$ cat config.mk
export PLATFORM = sky130hd
export DESIGN_NAME = csd_decoder
export DESIGN_NICKNAME = d
export VERILOG_FILES = /design/src/rtl/csd_pkg.sv /design/src/rtl/csd_regs.sv /design/src/rtl/csd_bank_match.sv /design/src/rtl/csd_cs_select.sv /design/src/rtl/csd_decoder.sv
export SDC_FILE = /design/constraint.sdc
export NUM_CORES = 1
export LEC_CHECK = 0
export ABC_AREA = 1
export BUFFER_PORTS_ARGS = -buffer_cell sky130_fd_sc_hd__buf_2
export CORE_MARGIN = 2
export CORE_UTILIZATION = 41
export DETAILED_ROUTE_END_ITERATION = 8
export PLACE_DENSITY_LB_ADDON = 0.2
export SETUP_SLACK_MARGIN = 0.02
export SLEW_MARGIN = 20
export SYNTH_ARGS = -nofsm -noshare
export SYNTH_HDL_FRONTEND = slang
export SYNTH_SLANG_ARGS = --single-unit
$ cat constraint.sdc
create_clock -name clk -period 5.11 [get_ports clk]
set_clock_uncertainty 0.05 [all_clocks]
set_input_delay 0.511 -clock clk [delete_from_list [all_inputs] [get_ports clk]]
set_output_delay 0.511 -clock clk [all_outputs]
set_load 0.1 [all_outputs]
$ cat src/rtl/csd_pkg.sv
`timescale 1ns/1ps
package csd_pkg;

    localparam int WORD_W     = 32;
    localparam int GRAN_LSB   = 17;
    localparam int FIELD_W    = WORD_W - GRAN_LSB;
    localparam int EN_BIT     = 0;
    localparam int MASK_LSB   = 1;
    localparam int NUM_TIMING = 5;

    typedef enum logic {
        PORT_IDLE = 1'b0,
        PORT_READ = 1'b1
    } port_state_e;

    // Byte offset of timing-parameter register j: four consecutive words, then one at 0x300.
    function automatic int timing_offset(input int j);
        if (j < 4) return 'h200 + 4 * j;
        return 'h300;
    endfunction

endpackage

$ cat src/rtl/csd_regs.sv
`timescale 1ns/1ps
module csd_regs
    import csd_pkg::*;
#(
    parameter int NUM_BANKS   = 8,
    parameter int REG_AW      = 12,
    parameter int BANK_BASE   = 'h100,
    parameter int BANK_STRIDE = 'h10
) (
    input  logic                               clk,
    input  logic                               rst_n,
    input  logic                               boot_swap_i,
    input  logic                               reg_req_i,
    input  logic                               reg_we_i,
    input  logic [REG_AW-1:0]                  reg_addr_i,
    input  logic [WORD_W-1:0]                  reg_wdata_i,
    output logic                               reg_ready_o,
    output logic                               reg_rvalid_o,
    output logic [WORD_W-1:0]                  reg_rdata_o,
    output logic [NUM_BANKS-1:0][WORD_W-1:0]   bank_words_o,
    output logic                               swap_o
);

    port_state_e state_q, state_d;

    logic                  wr_en;
    logic                  rd_en;
    logic [NUM_BANKS-1:0]  bank_sel;
    logic [NUM_TIMING-1:0] tim_sel;
    logic [WORD_W-1:0]     bank_q [NUM_BANKS];
    logic [WORD_W-1:0]     tim_q  [NUM_TIMING];
    logic [WORD_W-1:0]     rd_mux;
    logic [WORD_W-1:0]     rdata_q;
    logic                  swap_q;

    // State register
    always_ff @(posedge clk) begin
        if (!rst_n) state_q <= PORT_IDLE;
        else        state_q <= state_d;
    end

    // Next-state logic
    always_comb begin
        state_d = state_q;
        unique case (state_q)
            PORT_IDLE: if (reg_req_i && !reg_we_i) state_d = PORT_READ;
            PORT_READ: state_d = PORT_IDLE;
            default:   state_d = PORT_IDLE;
        endcase
    end

    // Outputs per state
    always_comb begin
        reg_ready_o  = 1'b0;
        reg_rvalid_o = 1'b0;
        unique case (state_q)
            PORT_IDLE: reg_ready_o  = 1'b1;
            PORT_READ: reg_rvalid_o = 1'b1;
            default:   reg_ready_o  = 1'b0;
        endcase
    end

    assign wr_en = reg_req_i &  reg_we_i & reg_ready_o;
    assign rd_en = reg_req_i & ~reg_we_i & reg_ready_o;

    // Strap capture: follows the strap only while reset is held
    always_ff @(posedge clk) begin
        if (!rst_n) swap_q <= boot_swap_i;
    end
    assign swap_o = swap_q;

    // Bank decode words
    for (genvar i = 0; i < NUM_BANKS; i++) begin : g_bank
        logic [WORD_W-1:0] rst_val;
        assign bank_sel[i] = (reg_addr_i == REG_AW'(BANK_BASE + i * BANK_STRIDE));
        if (i == 0) begin : g_boot
            assign rst_val = {{(WORD_W-1){1'b0}}, ~boot_swap_i};
        end else begin : g_plain
            assign rst_val = '0;
        end
        always_ff @(posedge clk) begin
            if (!rst_n)                    bank_q[i] <= rst_val;
            else if (wr_en && bank_sel[i]) bank_q[i] <= reg_wdata_i;
        end
        assign bank_words_o[i] = bank_q[i];
    end

    // Timing-parameter storage
    for (genvar j = 0; j < NUM_TIMING; j++) begin : g_tim
        assign tim_sel[j] = (reg_addr_i == REG_AW'(timing_offset(j)));
        always_ff @(posedge clk) begin
            if (!rst_n)                   tim_q[j] <= '0;
            else if (wr_en && tim_sel[j]) tim_q[j] <= reg_wdata_i;
        end
    end

    // Read multiplexer: unmapped offsets give zero
    always_comb begin
        rd_mux = '0;
        for (int i = 0; i < NUM_BANKS; i++)
            if (bank_sel[i]) rd_mux = rd_mux | bank_q[i];
        for (int j = 0; j < NUM_TIMING; j++)
            if (tim_sel[j]) rd_mux = rd_mux | tim_q[j];
    end

    always_ff @(posedge clk) begin
        if (!rst_n)     rdata_q <= '0;
        else if (rd_en) rdata_q <= rd_mux;
    end
    assign reg_rdata_o = rdata_q;


    read_handshake_chk: assert property (@(posedge clk) disable iff (!rst_n)
        (reg_ready_o && reg_req_i && !reg_we_i) |=> (reg_rvalid_o && !reg_ready_o));


    bank0_write_chk: assert property (@(posedge clk) disable iff (!rst_n)
        (wr_en && bank_sel[0]) |=> (bank_q[0] == $past(reg_wdata_i)));


    swap_hold_chk: assert property (@(posedge clk) disable iff (!rst_n)
        $past(rst_n) |-> $stable(swap_q));

endmodule

$ cat src/rtl/csd_bank_match.sv
`timescale 1ns/1ps
module csd_bank_match
    import csd_pkg::*;
#(
    parameter int NUM_BANKS = 8
) (
    input  logic [NUM_BANKS-1:0][WORD_W-1:0] words_i,
    input  logic [WORD_W-1:0]                bus_addr_i,
    output logic [NUM_BANKS-1:0]             match_o
);

    logic [NUM_BANKS-1:0] unused_pad;
    logic [GRAN_LSB-1:0]  unused_low;

    assign unused_low = bus_addr_i[GRAN_LSB-1:0];

    for (genvar i = 0; i < NUM_BANKS; i++) begin : g_cmp
        logic [FIELD_W-1:0] diff;
        logic [FIELD_W-1:0] care;
        assign diff          = bus_addr_i[WORD_W-1:GRAN_LSB] ^ words_i[i][WORD_W-1:GRAN_LSB];
        assign care          = words_i[i][MASK_LSB +: FIELD_W];
        assign match_o[i]    = words_i[i][EN_BIT] && ((diff & care) == '0);
        assign unused_pad[i] = words_i[i][GRAN_LSB-1];
    end

endmodule

$ cat src/rtl/csd_cs_select.sv
`timescale 1ns/1ps
module csd_cs_select
    import csd_pkg::*;
#(
    parameter int NUM_BANKS = 8
) (
    input  logic [NUM_BANKS-1:0] match_i,
    input  logic [WORD_W-1:0]    word0_i,
    input  logic [WORD_W-1:0]    word1_i,
    input  logic                 swap_i,
    output logic [NUM_BANKS-1:0] cs_o,
    output logic                 hit_o
);

    localparam int IDX_W = $clog2(NUM_BANKS);

    logic             catch_all;
    logic             found;
    logic [IDX_W-1:0] win;
    logic [IDX_W-1:0] phys;

    assign catch_all = (word0_i == '0) || (word1_i == '0);

    always_comb begin
        found = 1'b0;
        win   = '0;
        for (int i = 0; i < NUM_BANKS; i++) begin
            if (!found && match_i[i]) begin
                found = 1'b1;
                win   = IDX_W'(i);
            end
        end
        phys = win;
        if (win < IDX_W'(2)) phys = win ^ IDX_W'(swap_i);
        cs_o = '0;
        if (catch_all)  cs_o[IDX_W'(swap_i)] = 1'b1;
        else if (found) cs_o[phys] = 1'b1;
        hit_o = catch_all | found;
    end

endmodule

$ cat src/rtl/csd_decoder.sv
`timescale 1ns/1ps
module csd_decoder
    import csd_pkg::*;
#(
    parameter int NUM_BANKS   = 8,
    parameter int REG_AW      = 12,
    parameter int BANK_BASE   = 'h100,
    parameter int BANK_STRIDE = 'h10
) (
    input  logic                 clk,
    input  logic                 rst_n,
    input  logic                 boot_swap_i,
    input  logic                 reg_req_i,
    input  logic                 reg_we_i,
    input  logic [REG_AW-1:0]    reg_addr_i,
    input  logic [WORD_W-1:0]    reg_wdata_i,
    output logic                 reg_ready_o,
    output logic                 reg_rvalid_o,
    output logic [WORD_W-1:0]    reg_rdata_o,
    input  logic [WORD_W-1:0]    bus_addr_i,
    output logic [NUM_BANKS-1:0] cs_o,
    output logic                 hit_o
);

    logic [NUM_BANKS-1:0][WORD_W-1:0] words;
    logic [NUM_BANKS-1:0]             match;
    logic                             swap;

    csd_regs #(
        .NUM_BANKS   (NUM_BANKS),
        .REG_AW      (REG_AW),
        .BANK_BASE   (BANK_BASE),
        .BANK_STRIDE (BANK_STRIDE)
    ) u_regs (
        .clk          (clk),
        .rst_n        (rst_n),
        .boot_swap_i  (boot_swap_i),
        .reg_req_i    (reg_req_i),
        .reg_we_i     (reg_we_i),
        .reg_addr_i   (reg_addr_i),
        .reg_wdata_i  (reg_wdata_i),
        .reg_ready_o  (reg_ready_o),
        .reg_rvalid_o (reg_rvalid_o),
        .reg_rdata_o  (reg_rdata_o),
        .bank_words_o (words),
        .swap_o       (swap)
    );

    csd_bank_match #(.NUM_BANKS(NUM_BANKS)) u_match (
        .words_i    (words),
        .bus_addr_i (bus_addr_i),
        .match_o    (match)
    );

    csd_cs_select #(.NUM_BANKS(NUM_BANKS)) u_sel (
        .match_i (match),
        .word0_i (words[0]),
        .word1_i (words[1]),
        .swap_i  (swap),
        .cs_o    (cs_o),
        .hit_o   (hit_o)
    );


    cs_onehot_chk: assert property (@(posedge clk) disable iff (!rst_n)
        $onehot0(cs_o) && (hit_o == (cs_o != '0)));


    catch_all_chk: assert property (@(posedge clk) disable iff (!rst_n)
        ((words[0] == '0) || (words[1] == '0)) |-> (hit_o && cs_o[swap]));

    for (genvar g = 2; g < NUM_BANKS; g++) begin : g_dis_chk

        bank_off_chk: assert property (@(posedge clk) disable iff (!rst_n)
            (!words[g][EN_BIT] && (words[0] != '0) && (words[1] != '0)) |-> !cs_o[g]);
    end

endmodule

Yosys cells after proc, flatten, opt, wreduce, memory -nomap -nowiden
Memories as Yosys holds them, arrays and structs flattened.
Index checks and enable logic that the tools add are counted.
{"block": "classes", "n_mux": 92, "bitwise_logic": 50, "reduce_logical": 50, "n_lt_le_gt_ge": 5, "n_eq_ne": 13}
{"operator": "two-way mux 32 bit", "count": 26}
{"operator": "bitwise OR 32 bit", "count": 12}
{"operator": "AND 15 bit", "count": 8}
{"operator": "logical NOT 15 bit", "count": 8}
{"operator": "XOR 15 bit", "count": 8}
{"operator": "equality test 12 x 9 -> 1 bit, second input constant", "count": 8}
{"operator": "logical NOT 32 bit", "count": 2}
{"operator": "equality test 12 x 10 -> 1 bit, second input constant", "count": 5}
{"operator": "two-way mux 1 bit", "count": 54}
{"operator": "logical AND 1 bit", "count": 31}
{"operator": "two-way mux 3 bit", "count": 7}
{"operator": "two-way mux 8 bit", "count": 2}
{"operator": "bitwise OR 1 bit", "count": 14}
{"operator": "logical NOT 1 bit", "count": 8}
{"operator": "AND 1 bit", "count": 4}
{"operator": "less-than comparator 1 x 4 -> 1 bit, second input constant", "count": 1}
{"operator": "less-than comparator 3 x 4 -> 1 bit, second input constant", "count": 1}
{"operator": "demux 1 bit (select 3 bit)", "count": 1}
{"operator": ">= comparator 3 x 1 -> 1 bit, second input constant", "count": 1}
{"operator": "less-than comparator 3 x 2 -> 1 bit, second input constant", "count": 1}
{"operator": "inverter 1 bit", "count": 3}
{"operator": "XOR 3 x 1 -> 3 bit", "count": 1}
{"operator": "case mux 1 bit (2 select lines)", "count": 1}
{"operator": "demux 1 bit (select 1 bit)", "count": 1}
{"operator": "2 further kinds", "count": 2}
{"block": "word_totals", "mem_count": 2, "out_inout_bits": 43, "mem_bits_rw": 416, "elab_cells": 215, "inputBits": 81, "regBits": 34}
{"name": "u_regs.bank_q", "depth": 8, "word_bits": 32, "read_ports": 8, "rd_ports_with_merged_regs": 0, "wr": 8, "line_no": "csd_regs.sv:30", "rtl": "logic [WORD_W-1:0] bank_q [NUM_BANKS];"}
{"name": "u_regs.tim_q", "depth": 5, "word_bits": 32, "read_ports": 5, "rd_ports_with_merged_regs": 0, "wr": 5, "line_no": "csd_regs.sv:31", "rtl": "logic [WORD_W-1:0] tim_q [NUM_TIMING];"}

Logic depth before layout (Yosys ltp)
Gate-level depths: netlist (run 1).
An unclocked memory read counts as a cell.
{"block": "logic_depth", "depth_word": 35, "depth_mapped": 18, "ltp_nobuf": 17}

By module
A second synthesis (run 1) with hierarchy kept.
{"block": "hier_totals", "hier_cells": 2834, "hier_area_um2": 23329.9}
{"module": "csd_regs", "instances": 1, "cells_each": 2089, "area_per_inst_um2": 20093.0, "seq_area_each_um2": 13182.6}
{"module": "csd_bank_match", "instances": 1, "cells_each": 630, "area_per_inst_um2": 2691.3, "seq_area_each_um2": 0.0}
{"module": "csd_cs_select", "instances": 1, "cells_each": 115, "area_per_inst_um2": 545.5, "seq_area_each_um2": 0.0}

Worst setup path before layout (run 1)
OpenSTA, ideal clock, no wires.
{"block": "synth_timing", "path_type": "input -> output", "from": "in bus_addr_i[20]", "to": "out cs_o[6]", "required_time_ps": 4549, "path_buffers": 1, "setup_slack_ps": 306, "arrival_ps": 4243, "stages": 9, "cell_sequence": "buf_6 or2_0 nand3_1 nand2_1 nor2_1 nand4_1 nor2_2 inv_1 nor4_1"}
{"block": "synth_between", "elab_chain_len": 34, "word_cells_on_any_way": 71, "classes_between": "3 x order compare; 20 x mux; 17 x bitwise; 31 x reduce/logical"}
{"element": "start, declared", "line_no": "csd_decoder.sv:20", "rtl": "input logic [WORD_W-1:0] bus_addr_i,"}
{"element": "XOR 15 bit", "line_no": "csd_bank_match.sv:20", "rtl": "assign diff = bus_addr_i[WORD_W-1:GRAN_LSB] ^ words_i[i][WORD_W-1:GRAN_LSB];"}
{"element": "AND 15 bit", "line_no": "csd_bank_match.sv:22", "rtl": "assign match_o[i] = words_i[i][EN_BIT] && ((diff & care) == '0);"}
{"element": "logical NOT 15 bit", "line_no": "csd_bank_match.sv:22"}
{"element": "logical AND 1 bit", "line_no": "csd_bank_match.sv:22"}
{"element": "two-way mux 1 bit", "line_no": "csd_cs_select.sv:28", "rtl": "if (!found && match_i[i]) begin"}
{"element": "logical NOT 1 bit", "line_no": "csd_cs_select.sv:28"}
{"element": "logical AND 1 bit", "line_no": "csd_cs_select.sv:28"}
{"element": "two-way mux 1 bit", "line_no": "csd_cs_select.sv:28"}
{"element": "(+18 left out)"}
{"element": "less-than comparator 3 x 2 -> 1 bit / XOR 3 x 1 -> 3 bit (equally long branches)", "line_no": "csd_cs_select.sv:34", "rtl": "if (win < IDX_W'(2)) phys = win ^ IDX_W'(swap_i);"}
{"element": "two-way mux 3 bit", "line_no": "csd_cs_select.sv:34"}
{"element": "less-than comparator 3 x 4 -> 1 bit (implied by the code) / >= comparator 3 x 1 -> 1 bit (equally long branches)", "line_no": "csd_cs_select.sv:37", "rtl": "else if (found) cs_o[phys] = 1'b1;"}
{"element": "logical AND 1 bit (implied by the code)", "line_no": "csd_cs_select.sv:37"}
{"element": "two-way mux 1 bit (implied by the code)", "line_no": "csd_cs_select.sv:37"}
{"element": "demux 1 bit (select 3 bit)"}
{"element": "two-way mux 8 bit (*)", "line_no": "csd_cs_select.sv:37"}
{"element": "two-way mux 8 bit (*)", "line_no": "csd_cs_select.sv:36", "rtl": "if (catch_all) cs_o[IDX_W'(swap_i)] = 1'b1;"}
{"element": "end, declared", "line_no": "csd_decoder.sv:21", "rtl": "output logic [NUM_BANKS-1:0] cs_o,"}
Mark *: on every way between the ends. The rest lies on a longest branch, timed or not.

==> metrics.cfg, run 1 <==
[placed_design]
finalWeightedCongestion = 0.948
port_buffers = 106
pre_cts_slack_ns = 1.44
place_area_mm2 = 0.0225
place.detailed.hpwl_mm = 51.9

[clock_network]
postCtsSetupRepairBufs = 0
tritoncts.num_buffers = 49
htree_levels = 2
cts.hold.buffers_added = 0
post_cts_resize_count = 0
cts.clk_slew.worst_paths_ns = 0.06
ctsLongestPathBuffers = 3
tritoncts = yes
clk_latency_ns = 0.59
clock-root-buffer = sky130_fd_sc_hd__clkbuf_16
clkSinkCount = 450

[layout]
layout-area-overhead-vs-synth_pct = 13.1
fillers = 4816
final_cell_area_mm2 = 0.0241
drive_above_1_share_pct = 13.1
finalNetCount = 2308

[global_route]
grt_pass1_vias = 15900
grtUsageTotal_pct = 27.2
grt_pass1_wl_mm = 106
antenna_violations_before_repair = 5
grt_start_max_net_pins = 36
grt-ovfl-total = 0

[route]
route.detailed.wl_per_inst_um = 25.0
ant_nets = 0
drt-vias-per-instance = 5.70
detailedRoute.firstPassIterationCount = 6
initialDrtViolationCount = 2069
drcViolationCount = 0
routed-via-count = 16800
route.final.wire_length_mm = 73.8

[logic_synthesis]
synthesis.yosys.warnings = 0
netlist_top_cells_area = sky130_fd_sc_hd__edfxtp_1 59%, sky130_fd_sc_hd__nor2_1 9.2%, sky130_fd_sc_hd__nand2_1 5.9%
synth_top_area_cell = sky130_fd_sc_hd__edfxtp_1
synthesis.area_mm2 = 0.0214
asyncSetResetFlopFracSynth_pct = 0
post_synth_num_cell_types = 48
synth_top_area_share_pct = 58.6
synth_common_cells = 524 x sky130_fd_sc_hd__nor2_1, 417 x sky130_fd_sc_hd__edfxtp_1, 334 x sky130_fd_sc_hd__nand2_1
synth_cells = 2166
synthMostInstantiatedCell = sky130_fd_sc_hd__nor2_1
syn_area_per_cell_um2 = 9.86
edff_count_synth = 417
synth.ff_latch_count = 450
synth.net_count = 2247
synthFlopType = sky130_fd_sc_hd__edfxtp_1
synth_seq_area_share_pct = 61.7

[hold_path]
hold_path_class = primary input to flop

[sta]
final_critical_path_setup_slack_ns = 1.29
layout_min_cycle_time_ns = 3.82
timing.final.crit_share_pct = 74.7
grt_setup_unrepaired = false
slew_headroom_pct = 28.1
worst_slew_pin_slew_ns = 1.07
finalSetupTns_ns = 0
final_hold_vios = 0
timing.fmax_ghz = 0.262
slew_violations = 0
setup_viol = 0

[flow_run]
cap_violations = 0

[critical_path]
critical_path_peak_fanout = 4
cp_data_required_time_ns = 4.55
worstPathArrival_ns = 3.26
crit_path_start_kind = flop
crit_type = flop to output port
timing.critical_path.to_type = output port

[die]
die_width_um = 232
placeableCoreArea_mm2 = 0.0514
initial_cell_density_of_the_core_pct = 41.5
placement_rows = 83
die_height_um = 232
die_area_mm2 = 0.0539
pin_count = 124

[power]
irDropWorstVdd_mv = 0.273
cellLeakagePower_nw = 9.60
p_per_area_mw_per_mm2 = 345

[outcome]
outcome = finished clean

## placed cells by master (no fill, tap or decap), drive strengths merged, types with 12 or more instances in the layout
master / Yosys / routed
inv: 188 / 189
nand4: 17 / 17
nor4: 18 / 18
clkinv: 0 / 18
clkbuf: 78 / 71
buf: 58 / 146
nor3: 12 / 12
or2: 16 / 16
a211oi: 12 / 12
a32o: 17 / 17
dfxtp: 33 / 33
a221oi: 51 / 51
a22o: 28 / 28
nor2: 538 / 538
a21oi: 53 / 53
a41oi: 24 / 24
nand3: 125 / 125
edfxtp: 417 / 417
o21ai: 76 / 76
o22ai: 30 / 30
nand2: 348 / 348
## logic make-up after synthesis
family | Yosys count | synth area share [%]
XOR/XNOR | 11 | 0.451
AO/OA/AOI/OAI | 307 | 9.99
AND/OR/NAND/NOR | 1074 | 21.3
buffers and inverters | 324 | 6.52
flip-flops | 450 | 61.7
## worst max-delay path, stage by stage, from the launching register on
cell and delay (ns):
sky130_fd_sc_hd__edfxtp_1 0.40, sky130_fd_sc_hd__or2_0 0.21, sky130_fd_sc_hd__nand3_1 0.07, sky130_fd_sc_hd__nand2_1 0.05
sky130_fd_sc_hd__nor2_1 0.30, sky130_fd_sc_hd__nand4_1 0.16, sky130_fd_sc_hd__nor2_2 0.31, sky130_fd_sc_hd__inv_1 0.17
sky130_fd_sc_hd__a31oi_1 0.26, sky130_fd_sc_hd__nand4_1 0.14, sky130_fd_sc_hd__a21oi_1 0.14, sky130_fd_sc_hd__buf_2 0.44
## area by class of cell
cell class | instances | area (µm²) | share of cell area (%)
Sequential cell | 450 | 13200 | 54.6
Multi-Input combinational cell | 1392 | 6940 | 28.8
Clock buffer | 71 | 1380 | 5.72
Timing Repair Buffer | 146 | 911 | 3.77
Tap cell | 680 | 851 | 3.52
Inverter | 188 | 713 | 2.95
Clock inverter | 21 | 153 | 0.632
Antenna cell | 2 | 5.00 | 0.0207
## flip-flops by register name (all words and copies together) (netlist names)
signal              count
u_regs.bank_q         256
u_regs.reg_rdata_o     32
u_regs.state_q          1
u_regs.swap_o           1
u_regs.tim_q          160
## power by group
part           internal [W]  total [W]  switching, W
registers           0.00416    0.00425     0.0000873
clock network       0.00197    0.00345       0.00148
logic              0.000130   0.000635      0.000504
total               0.00626    0.00833       0.00207
## per-layer routing
metal	wire length (µm)	part of all wire [%]	track usage, %
met4	3570	4.8	12.5
met1	29000	39	35.9
met3	6670	9.0	4.90
met2	34500	47	43.7
met5	33	0.045	0
## final timing paths
check,to,slack [ns],startpoint,cells after the start
max,cs_o[2],1.29,u_regs.bank_q[1][84],11
min,u_regs.swap_o,0.09,boot_swap_i,1
max reg2reg,u_regs.tim_q[1][26],2.24,u_regs.state_q,5
min reg2reg,u_regs.reg_rdata_o[1],0.49,u_regs.reg_rdata_o[1],1
## through the flow
stage	util, %	power [W]	hold slack, ns	instances
after global placement	43.8	0.00493	0.477	2852
final	47.0	0.00833	0.0890	2950
after detailed placement	43.9	0.00494	0.479	2854
after CTS	46.8	0.00836	0.0764	2946
after global routing	47.0	0.00856	0.0855	2948
after floorplan	-	0.00471	0.474	2166
(Power assumes the default switching activity.)
==> run 2, diff against run 1 <==
clock period = 3.55 ns   (was 5.11 ns; I/O delays follow)
==> run 2 against run 1 <==
Sequential share of layout area fell by 1.0 points; wire length rose by 8.0%; worst hold slack improved by 0.066 ns; first-iteration DRC count rose by 4.7%; non-clock buffer count rose by 46; sequential power rose by 44%; clock power rose by 42%; sequential cell count did not move; via count rose by 3.3%; total power rose by 44%; cell area rose by 1.9%; critical path type unchanged; highest routed layer is now met4.
==> metrics.cfg, run 2 (same netlist as run 1, synthesis figures left out) <==
[power]
p_per_area_mw_per_mm2 = 487  ; +41%
irDropWorstVdd_mv = 0.332  ; +22%
cellLeakagePower_nw = 9.82  ; +2.4%

[die]
die_width_um = 232  ; unchanged
pin_count = 124  ; unchanged
die_area_mm2 = 0.0539  ; unchanged
die_height_um = 232  ; unchanged
placeableCoreArea_mm2 = 0.0514  ; unchanged
initial_cell_density_of_the_core_pct = 41.5  ; unchanged
placement_rows = 83  ; unchanged

[global_route]
grt-ovfl-total = 0  ; unchanged
grt_pass1_vias = 16800  ; +5.3%
globalRouteMet2Util_pct = 48.1  ; +4.5 points
grt_start_max_net_pins = 34  ; -5.6%
grtUsageTotal_pct = 29.6  ; +2.3 points
grt_pass1_wl_mm = 114  ; +7.4%
gr-usage-met3_pct = 4.33  ; -0.56 points
groute.layer.met1.usage_pct = 38.7  ; +2.8 points
global_route.peak_usage_layer = met2
antenna_violations_before_repair = 4  ; -1

[sta]
timing.fmax_ghz = 0.292
finalSetupTns_ns = 0  ; unchanged
final_hold_vios = 0  ; unchanged
finalHoldWorstSlack_ns = 0.155  ; +0.0664 ns
slew_headroom_pct = 28.5  ; +0.37 points
setup_viol = 0  ; unchanged
slew_violations = 0  ; unchanged
timing.final.crit_share_pct = 96.4
worst_slew_pin_slew_ns = 1.07  ; +0.00317 ns
final_critical_path_setup_slack_ns = 0.127  ; -1.17 ns
grt_setup_unrepaired = false
layout_min_cycle_time_ns = 3.42

[layout]
mostFrequentLayoutCells = 515 x sky130_fd_sc_hd__nor2_1, 417 x sky130_fd_sc_hd__edfxtp_1, 331 x sky130_fd_sc_hd__nand2_1, 172 x sky130_fd_sc_hd__inv_1, 111 x sky130_fd_sc_hd__nand3_1
final_cell_area_mm2 = 0.0246  ; +1.9%
largest_register_ffs = 256  ; unchanged
finalNetCount = 2354  ; +2.0%
mostFrequentLayoutCell = sky130_fd_sc_hd__nor2_1
drive_above_1_share_pct = 15.4  ; +2.3 points
top_register = u_regs.bank_q
finalCoreUtilization_pct = 47.9  ; +0.89 points
layout-area-overhead-vs-synth_pct = 15.2

[critical_path]
critical_path_peak_fanout = 3  ; -1
slowest_stage_cell_cp = sky130_fd_sc_hd__edfxtp_1
crit_path_frequent_cell = sky130_fd_sc_hd__nand3_2
path_depth = 13  ; +2
timing.reg2reg.setup_slack_ns = 1.17  ; -1.07 ns
crit_type = flop to output port
cpPeakStageDelay_ns = 0.40  ; -0.04 ns
r2r.worst_path.cells = 4  ; -1
crit_path_start_kind = flop
timing.critical_path.to_type = output port
worstPathArrival_ns = 3.02  ; -0.24 ns
cp_num_buf_inv = 3  ; +1
path_delay_family = simple AND/OR/NAND/NOR gates
cp_data_required_time_ns = 3.14  ; -1.41 ns
critical_path.cell_chain = or2_2 > nand3_1 > nand4_1 > nor2_1 > nand3_2 > buf_4 > a21o_1 > inv_1 > nor2_4 > nand3_2 > nand3_2 > a21oi_2 > buf_12

[placed_design]
finalWeightedCongestion = 0.993  ; +4.7%
port_buffers = 106  ; unchanged
place_area_mm2 = 0.0230  ; +1.9%
place.detailed.hpwl_mm = 55.0  ; +5.8%
pre_cts_slack_ns = 0.335  ; -1.11 ns

[clock_network]
clkSinkCount = 450  ; unchanged
tritoncts = yes
clk_latency_ns = 0.60  ; about the same
ctsLongestPathBuffers = 3  ; unchanged
cts.clk_slew.worst_paths_ns = 0.06  ; about the same
clock-root-buffer = sky130_fd_sc_hd__clkbuf_16
tritoncts.num_buffers = 49  ; unchanged
htree_levels = 2  ; unchanged

[flow_run]
cap_violations = 0  ; unchanged

[route]
initialDrtViolationCount = 2166  ; +4.7%
drcViolationCount = 0  ; unchanged
detailedRoute.firstPassIterationCount = 6  ; unchanged
drt-vias-per-instance = 5.79  ; +1.6%
route.final.wire_length_mm = 79.7  ; +8.0%
ant_nets = 0  ; unchanged
routed-via-count = 17400  ; +3.3%
route.detailed.wl_per_inst_um = 26.6  ; +6.3%

[outcome]
outcome = finished clean

[hold_path]
worst_hold_path.num_cells = 3  ; +2
hold_path_class = primary input to flop

-- run 2: worst paths after layout --
kind,end,startpoint
worst max-delay path,cs_o[1],u_regs.bank_q[1][20]
worst min-delay path,u_regs.bank_q[0][0],reg_wdata_i[0]
worst max register to register,u_regs.tim_q[0][10],u_regs.state_q
worst min register to register,u_regs.reg_rdata_o[19],u_regs.reg_rdata_o[19]
-- run 2: worst min-delay path, delay by kind of cell --
kind | cells | cell delay (ns)
simple gates | 1 | 0.07
buf+inv | 1 | 0.16
compound gates | 1 | 0.10
-- run 2: cell type report --
type | count | area (µm²)
multi-input cells | 1392 | 7020
well taps | 680 | 851
clock inverters | 24 | 135
inverters | 188 | 713
repair buffers | 192 | 1310
clock buffers | 67 | 1370
fillers | 4778 | 26800
flip-flops and latches | 450 | 13200
diodes | 5 | 12.5
-- run 2: where the power goes --
group	internal [W]	switching [W]
Combinational	0.000201	0.000771
Clock	0.00276	0.00214
Sequential	0.00599	0.000123
-- run 2: timing repair --
action | 4_1_cts | 5_1_grt
endpoints found under the hold margin | 1 | 0
buffers inserted | 0 | 6
setup endpoints to repair | 4 | 4
hold buffers | 1 | 0
pin swaps | 0 | 5
resized for setup | 4 | 14
gates cloned | 0 | 0
-- run 2: through the flow --
step | power [W] | instances
6_report | 0.0120 | 2998
5_1_grt | 0.0123 | 2994
4_1_cts | 0.0120 | 2987
3_5_place_dp | 0.00716 | 2895
3_3_place_gp | 0.00715 | 2895
2_1_floorplan | 0.00678 | 2166
-- run 2: layer usage --
layer  vias to the layer above  share of wire [%]
met5                         -                  0
met2                       943                 47
met1                      8533                 39
met4                         0                5.1
li1                       7686                  -
met3                       204                9.1
